==> src/rtl/wpc_pkg.sv <==
package wpc_pkg;
    localparam int CTRL_W     = 3;
    localparam int UNLOCK_BIT = 0;
    localparam int LOCK_BIT   = 1;
    localparam int SMIEN_BIT  = 2;

    typedef struct packed {
        logic unlock;
        logic lock;
        logic smi_en;
        logic smi;
    } wpc_state_t;
endpackage

==> src/rtl/wpc_policy.sv <==
// Next-value rules for the three stored control bits.
module wpc_policy (
    input  logic cur_unlock,
    input  logic cur_lock,
    input  logic cur_smi_en,
    input  logic wr_en,
    input  logic want_unlock,
    input  logic want_lock,
    input  logic want_smi_en,
    input  logic mgmt_mode,
    output logic nxt_unlock,
    output logic nxt_lock,
    output logic nxt_smi_en
);
    logic unlock_ok;

    always_comb begin
        // Clearing is always accepted; setting needs no lock or management mode.
        unlock_ok  = !want_unlock || !cur_lock || mgmt_mode;
        nxt_unlock = cur_unlock;
        nxt_lock   = cur_lock;
        nxt_smi_en = cur_smi_en;
        if (wr_en) begin
            if (unlock_ok) begin
                nxt_unlock = want_unlock;
            end
            nxt_lock = cur_lock | want_lock;
            if (!cur_lock) begin
                nxt_smi_en = want_smi_en;
            end
        end
    end
endmodule

==> src/rtl/wpc_smi_detect.sv <==
// Flags a blocked unlock attempt from ordinary code.
module wpc_smi_detect (
    input  logic wr_en,
    input  logic want_unlock,
    input  logic mgmt_mode,
    input  logic cur_lock,
    input  logic cur_smi_en,
    output logic smi_trig
);
    logic blocked_attempt;

    always_comb begin
        blocked_attempt = wr_en && want_unlock && !mgmt_mode && cur_lock;
        smi_trig        = blocked_attempt && cur_smi_en;
    end
endmodule

==> src/rtl/flash_wp_ctrl.sv <==
module flash_wp_ctrl #(
    parameter int DATA_W = wpc_pkg::CTRL_W
) (
    input  logic              clk,
    input  logic              rst_n,
    input  logic              wr_en,
    input  logic [DATA_W-1:0] wr_data,
    input  logic              mgmt_mode,
    output logic              prog_permit,
    output logic              smi_req
);
    import wpc_pkg::*;

    localparam int MIN_W = SMIEN_BIT + 1;

    generate
        if (DATA_W < MIN_W) begin : g_bad_width
            initial $error("DATA_W too narrow for control fields");
        end
    endgenerate

    wpc_state_t st_d, st_q;
    logic nxt_unlock, nxt_lock, nxt_smi_en, smi_trig;

    wpc_policy u_policy (
        .cur_unlock (st_q.unlock),
        .cur_lock   (st_q.lock),
        .cur_smi_en (st_q.smi_en),
        .wr_en      (wr_en),
        .want_unlock(wr_data[UNLOCK_BIT]),
        .want_lock  (wr_data[LOCK_BIT]),
        .want_smi_en(wr_data[SMIEN_BIT]),
        .mgmt_mode  (mgmt_mode),
        .nxt_unlock (nxt_unlock),
        .nxt_lock   (nxt_lock),
        .nxt_smi_en (nxt_smi_en)
    );

    wpc_smi_detect u_smi (
        .wr_en      (wr_en),
        .want_unlock(wr_data[UNLOCK_BIT]),
        .mgmt_mode  (mgmt_mode),
        .cur_lock   (st_q.lock),
        .cur_smi_en (st_q.smi_en),
        .smi_trig   (smi_trig)
    );

    always_comb begin
        st_d        = st_q;
        st_d.unlock = nxt_unlock;
        st_d.lock   = nxt_lock;
        st_d.smi_en = nxt_smi_en;
        st_d.smi    = smi_trig;
    end

    always_ff @(posedge clk or negedge rst_n) begin
        if (!rst_n) begin
            st_q <= '0;
        end else begin
            st_q <= st_d;
        end
    end

    assign prog_permit = st_q.unlock;
    assign smi_req     = st_q.smi;
endmodule

==> config.mk <==
export PLATFORM = sky130hd
export DESIGN_NAME = flash_wp_ctrl
export DESIGN_NICKNAME = d
export VERILOG_FILES = /design/src/rtl/wpc_pkg.sv /design/src/rtl/wpc_policy.sv /design/src/rtl/wpc_smi_detect.sv /design/src/rtl/flash_wp_ctrl.sv
export SDC_FILE = /design/constraint.sdc
export NUM_CORES = 1
export LEC_CHECK = 0
export CAP_MARGIN = 20
export CELL_PAD_IN_SITES_DETAIL_PLACEMENT = 1
export CELL_PAD_IN_SITES_GLOBAL_PLACEMENT = 1
export CORE_AREA = 2 2 39 41
export CTS_CLUSTER_SIZE = 14
export DETAILED_ROUTE_END_ITERATION = 6
export DIE_AREA = 0 0 41 43
export PLACE_DENSITY_LB_ADDON = 0.1
export REMOVE_ABC_BUFFERS = 1
export SYNTH_ARGS = -nofsm -noshare
export SYNTH_HDL_FRONTEND = slang
export SYNTH_SLANG_ARGS = --single-unit
==> constraint.sdc <==
create_clock -name clk -period 1.3 [get_ports clk]
set_input_delay 0.26 -clock clk [delete_from_list [all_inputs] [get_ports clk]]
set_output_delay 0.26 -clock clk [all_outputs]
set_load 0.01 [all_outputs]
; ---- Word level (Yosys, flattened, before mapping)
; Cells that the tools add are included.
[word_totals]
regBits = 4
word_cells = 17
[op_classes]
n_bitwise = 2
n_reduce_logical = 11
[op_table]
columns = cell, count
row1 = logical AND 1 bit, 4
row2 = AND reduction 2 bit, 2
row3 = logical NOT 1 bit, 3
row4 = logical OR 1 bit, 2
row5 = NOT 1 bit, 1
row6 = bitwise OR 1 bit, 1

; ---- Logic depth before layout (Yosys ltp)
; Gate-level depths: netlist (run 1).
[depth]
ltp_word = 4
mapped_depth = 2
depth_no_buf = 2

; ---- Modules after synthesis
; A second synthesis (run 1) with hierarchy kept.
[unflattened]
hier_cells = 12
hier_area_um2 = 161.4
[modules_own_cells]
columns = mod, n_inst, cells_each, area_per_inst_um2
row1 = flash_wp_ctrl, 1, 4, 100.1
row2 = wpc_policy, 1, 6, 51.3
row3 = wpc_smi_detect, 1, 2, 10.0

; ---- Worst setup path before layout (run 1)
; No wires, ideal clock.
[synth_timing]
kind = reg-to-reg
start = reg st_q[2] in the netlist's numbering
end = reg st_q[1] in the netlist's numbering
setup_time_ns = 0.125
t_arrival_ns = 0.795
path_slack_ns = 0.380
path_stages_with_launch = 3
synth_period_minus_slack_ns = 0.920
cell_sequence = dfrtp_1 nor2b_4 mux2_4
[synth_between]
elab_chain_len = 2
[synth_rtl]
columns = item, line
row1 = "start, declared", flash_wp_ctrl.sv:22  ; wpc_state_t st_d, st_q;
row2 = "start signal, assigned", flash_wp_ctrl.sv:60  ; st_q <= st_d;
row3 = NOT 1 bit (no source line), --
row4 = AND reduction 2 bit (no source line), --
; No other way between the ends.
; A chain may end at the register's enable or synchronous reset.

; ---- Worst setup path after layout (run 1)
[layout_timing]
start = reg st_q, in the netlist prog_permit
end = out prog_permit
[layout_rtl]
columns = item, line
row1 = "end, declared", flash_wp_ctrl.sv:9  ; output logic prog_permit,
; No word-level cell between the ends.

==> flow_summary.json, run 1 <==
{
  "synth_top_area_share_pct": 58.4,
  "drt_wl_total_microns": 416,
  "rows": 14,
  "ys_types": 8,
  "placedCellCount": 37,
  "wl_per_cell_microns": 10.4,
  "cts_tree": "built",
  "setup_ws_ns": 0.140,
  "cp-start-kind": "flip-flop",
  "rr_worst_depth": 2,
  "yosys-top-cells-area": "dfrtp_1, mux2_4, nor3b_1",
  "antenna_found_initial": 0,
  "vias": 137,
  "clock-root-buffer": "clkbuf_4",
  "ys_async_sr_fraction_pct": 100,
  "detail_route.first_pass.iterations": 2,
  "syn_inst": 12,
  "core-area_sq_um": 1380,
  "max_stage_delay_ns": 0.38,
  "powerDensity_nw_per_um2": 1170,
  "rsz0062_at_grt": "false",
  "nets": 33,
  "ys_top_cells_by_count": "dfrtp_1, nor3b_1",
  "pre_cts_ws_ns": -0.00631,
  "antenna_cells": 0,
  "die_w_microns": 41,
  "fmax_mhz": 862,
  "drive_gt1_share_pct": 29.2,
  "cts_max_path_buffers": 2,
  "yosys.area.top_type": "dfrtp_1",
  "met3WireLength_microns": 42,
  "hold_class": "input port to asynchronous set/reset pin",
  "met1_length_microns": 182,
  "finalCriticalPeriod_ns": 1.16,
  "highest_layer": "met3",
  "crit_path_end_kind": "output port",
  "cp_slowest_cell": "dfrtp_1",
  "crit_required_ns": 1.04,
  "path_clk_slew_ns": 0.04,
  "clkPwrFrac_pct": 44.0,
  "setup_violations": 0,
  "io_buffers": 8,
  "pwr-share-comb_pct": 14.9,
  "drc_errors": 0,
  "clk_latency_ns": 0.23,
  "critPathBufInv": 1,
  "synth_most_common_cell": "dfrtp_1",
  "gp_congestion": 0.627,
  "antenna_left": 0,
  "cts_buffers": 3,
  "finClkSkew_ns": 0.00449,
  "p_sw_mw": 0.0742,
  "cp.depth": 1,
  "maxSlewViolCount": 0,
  "path_max_fanout": 3,
  "htree_num_levels": 1,
  "syn2layout_area_growth_pct": 74.5,
  "dieArea_sq_um": 1760,
  "final_core_util_pct": 21.6,
  "stdcell_count": 40,
  "ir_worst_vdd_uv": 327,
  "yosys_warnings": 0,
  "via_per_inst": 3.43,
  "dpl.hpwl_microns": 348,
  "post-route-cell-area_sq_um": 299,
  "seq_area_frac_synth_pct": 58.4,
  "synth-seq-cells": 4,
  "cts.sinks": 4,
  "path_class": "flip-flop to output port",
  "maxSlewHeadroom_pct": 85.9,
  "synth_edf_count": 0,
  "leakagePower_nw": 0.132,
  "ios": 9,
  "tightest_slew_ns": 0.210,
  "start_util_pct": 12.4,
  "grt.total_usage_pct": 6.55,
  "grt_max_degree": 5,
  "grt_first_pass_wirelength_microns": 662,
  "dr.first_iter.drc_count": 1,
  "status": "finished clean",
  "syn_area_sq_um": 171,
  "maxCapViolCount": 0,
  "finalHoldViolCount": 0,
  "swShare_pct": 21.2,
  "overflow": 0,
  "p_int_mw": 0.276,
  "cts_setup_buffers": 0,
  "grt_pass1_vias": 141,
  "path_delay_family": "flip-flops",
  "crit_arrival_ns": 0.90,
  "dr_wl_met2_microns": 191,
  "layout_worst_path_cycle_share_pct": 89.2,
  "path_cells": "dlygate4sd2_1",
  "p_seq_share_pct": 41.1,
  "place_area_sq_um": 279,
  "avgSynthCellArea_sq_um": 14.3,
  "ys.flop_type": "dfrtp_1",
  "fp.dieH_microns": 43
}
cell usage in the layout, fill, tap and decap left out:
cell and instances:
clkbuf_4 3, mux2i_1 1, nand3_1 1, mux2_4 1, nor2b_4 1, nor2_1 1
dlygate4sd2_1 2, dfrtp_1 4, a21o_2 1, nor3b_1 2, buf_4 1, clkdlybuf4s50_1 6
state kept, by name, summed over array words and instances (netlist names):
name,flops
prog_permit,1
st_q,2
smi_req,1
routing by layer:
metal / GRT usage [%] / vias to the layer above
met5: 0 / -
li1: - / 67
met1: 6.49 / 64
met3: 8.38 / 0
met4: 4.00 / 0
met2: 7.19 / 6
through the flow:
step	TNS, ns	hold WS, ns	total power, mW
after floorplan	0	-0.0356	0.164
after global placement	0	0.494	0.201
after detailed placement	-0.00631	0.496	0.202
after CTS	0	0.246	0.360
after global routing	0	0.233	0.383
final	0	0.240	0.350
power by group through the flow:
stage,clock [mW],sequential [mW],combinational (mW)
3_3_place_gp,0,0.145,0.0557
2_1_floorplan,0,0.146,0.0180
3_5_place_dp,0,0.146,0.0562
6_report,0.154,0.144,0.0522
5_1_grt,0.181,0.146,0.0561
4_1_cts,0.162,0.144,0.0535
area by class of cell:
class,count,area [sq um]
Multi-Input combinational cell,8,71.3
Timing Repair Buffer,9,85.1
Clock buffer,3,22.5
Fill cell,158,1080
Tap cell,16,20.0
Sequential cell,4,100
worst reg2reg max path, delay by kind of cell, from the launching register on:
kind             cells  cell delay (ns)
AND/OR/NAND/NOR      1             0.13
multiplexers         1             0.30
flip-flops           1             0.43
repair_timing:
item | CTS | global route
resized for setup | 2 | 0
hold buffers | 0 | 0
setup endpoints to repair | 2 | 0
final timing paths:
path | start | endpoint | slack (ns)
setup / recovery | prog_permit$_DFFE_PN0P_ | prog_permit | 0.14
hold / removal | rst_n | st_q[1]$_DFFE_PN0P_ | 0.24
setup reg to reg | st_q[2]$_DFFE_PN0P_ | st_q[1]$_DFFE_PN0P_ | 0.33
hold reg to reg | st_q[1]$_DFFE_PN0P_ | st_q[1]$_DFFE_PN0P_ | 0.53
max in group asynchronous | rst_n | prog_permit$_DFFE_PN0P_ | 0.88
min in group clk | st_q[1]$_DFFE_PN0P_ | st_q[1]$_DFFE_PN0P_ | 0.53
cell families after synthesis:
family	Yosys count	share of synthesized area, %
and+or+nand+nor	5	21.9
muxes	2	14.6
DFF	4	58.4
AOI/OAI and AO/OA	1	5.11
No activity file was read; power rests on OpenSTA's default activity.
==> run 2: changes to the inputs <==
Settings changed: CORE_AREA 2 2 39 41 to 5 5 42 44, DIE_AREA 0 0 41 43 to 0 0 47 49.
==> flow_summary.json, run 2 (synthesis gave the netlist of run 1 again) <==
{
  "dr.first_iter.drc_count": 0,
  "antenna_cells": 0,
  "clk_latency_ns": 0.23,
  "syn2layout_area_growth_pct": 74.5,
  "rows": 14,
  "largest-register": "st_q",
  "hold_class": "input port to asynchronous set/reset pin",
  "leakagePower_nw": 0.132,
  "fill_cells": 168,
  "finalHoldViolCount": 0,
  "rsz0062_at_grt": "false",
  "drive_gt1_share_pct": 29.2,
  "path_clk_slew_ns": 0.04,
  "wl_per_cell_microns": 11.0,
  "status": "finished clean",
  "multiInputGateArea_sq_um": 71.3,
  "largest_reg_flops": 2,
  "cp_slowest_cell": "dfrtp_1",
  "cts_buffers": 3,
  "cts_max_path_buffers": 2,
  "maxCapViolCount": 0,
  "clock-root-buffer": "clkbuf_4",
  "core-area_sq_um": 1400,
  "cp-start-kind": "flip-flop",
  "path_max_fanout": 3,
  "layout_worst_path_cycle_share_pct": 89.3,
  "grt_max_degree": 5,
  "mostFrequentLayoutCells": "clkdlybuf4s50_1, dfrtp_1, clkbuf_4, nor3b_1, dlygate4sd2_1",
  "dieArea_sq_um": 2300,
  "via_per_inst": 3.48,
  "drt_wl_total_microns": 441,
  "die_w_microns": 47,
  "path_delay_family": "flip-flops",
  "antenna_left": 0,
  "cts_setup_buffers": 0,
  "start_util_pct": 12.2,
  "crit_arrival_ns": 0.90,
  "grt.total_usage_pct": 4.94,
  "drc_errors": 0,
  "nets": 33,
  "path_class": "flip-flop to output port",
  "crit_required_ns": 1.04,
  "vias": 139,
  "power_mw": 0.347,
  "crit_path_end_kind": "output port",
  "ir_worst_vdd_uv": 327,
  "finClkSkew_ns": 0.00295,
  "cts_tree": "built",
  "maxSlewViolCount": 0,
  "detail_route.first_pass.iterations": 1,
  "cts.sinks": 4,
  "regArea_sq_um": 100,
  "max_stage_delay_ns": 0.38,
  "fp.dieH_microns": 49,
  "placedCellCount": 37,
  "powerDensity_nw_per_um2": 1160,
  "critPathBufInv": 1,
  "tns_ns": 0,
  "overflow": 0,
  "stdcell_count": 40,
  "gp_congestion": 0.615,
  "ctsHoldBuffers": 0,
  "pre_cts_ws_ns": -0.00598,
  "setup_ws_ns": 0.139,
  "maxSlewHeadroom_pct": 85.6,
  "finalCriticalPeriod_ns": 1.16,
  "io_buffers": 8,
  "place_area_sq_um": 279,
  "ios": 9,
  "tightest_slew_ns": 0.216,
  "final_common_cell": "clkdlybuf4s50_1",
  "post-route-cell-area_sq_um": 299,
  "grt_first_pass_wirelength_microns": 738,
  "fmax_mhz": 861,
  "antenna_found_initial": 0,
  "htree_num_levels": 1,
  "path_cells": "dlygate4sd2_1",
  "setup_violations": 0,
  "grt_pass1_vias": 167
}
-- run 2: cell counts in the layout (fill, tap and decap cells not counted) --
Identical to the previous run, type by type.
-- run 2: per-layer routing --
layer  track usage [%]  vias to the layer above  share of wire [%]
li1                  -                       67                  -
met1              5.08                       67                 39
met2              6.11                        5                 49
met3              2.95                        0                 12
met4              5.53                        0                  0
met5                 0                        -                  0
-- run 2: where the power goes --
part / total (mW) / switching, mW / internal [mW]
clock network: 0.151 / 0.0480 / 0.103
registers: 0.143 / 0.00666 / 0.137
logic: 0.0524 / 0.0162 / 0.0362
-- run 2: through the flow --
stage	utilization (%)	hold WS, ns
2_1_floorplan	-	-0.0356
6_report	21.3	0.245
3_5_place_dp	19.9	0.496
5_1_grt	21.3	0.254
4_1_cts	21.3	0.244
3_3_place_gp	19.9	0.492
-- run 2: path summary, 6_finish.rpt --
| check | to | slack (ns) | from | depth (start not counted) |
|---|---|---|---|---|
| worst min-delay path | st_q[1]$_DFFE_PN0P_ | 0.25 | rst_n | 1 |
| min in group clk | st_q[1]$_DFFE_PN0P_ | 0.52 | st_q[1]$_DFFE_PN0P_ | 1 |
| worst max-delay path | prog_permit | 0.14 | prog_permit$_DFFE_PN0P_ | 1 |
| worst max register to register | st_q[1]$_DFFE_PN0P_ | 0.32 | st_q[2]$_DFFE_PN0P_ | 2 |
| worst min register to register | st_q[1]$_DFFE_PN0P_ | 0.52 | st_q[1]$_DFFE_PN0P_ | 1 |
| max in group asynchronous | prog_permit$_DFFE_PN0P_ | 0.87 | rst_n | 1 |
-- run 2: repair_timing --
item | CTS | global route
endpoints found under the hold margin | 0 | 0
setup endpoints to repair | 2 | 0
resized for setup | 2 | 0
-- run 2: final cells by class --
| cell class | instances | area share [%] |
|---|---|---|
| clock buffers | 3 | 7.53 |
| multi-input cells | 8 | 23.8 |
| flip-flops and latches | 4 | 33.5 |
| well taps | 16 | 6.69 |
| repair buffers | 9 | 28.5 |
==> run 3: changes to the inputs <==
Settings changed: HOLD_SLACK_MARGIN set to 0.06.
==> results of run 3 <==
The final DEF is identical to that of run 2; final timing and power are the same.
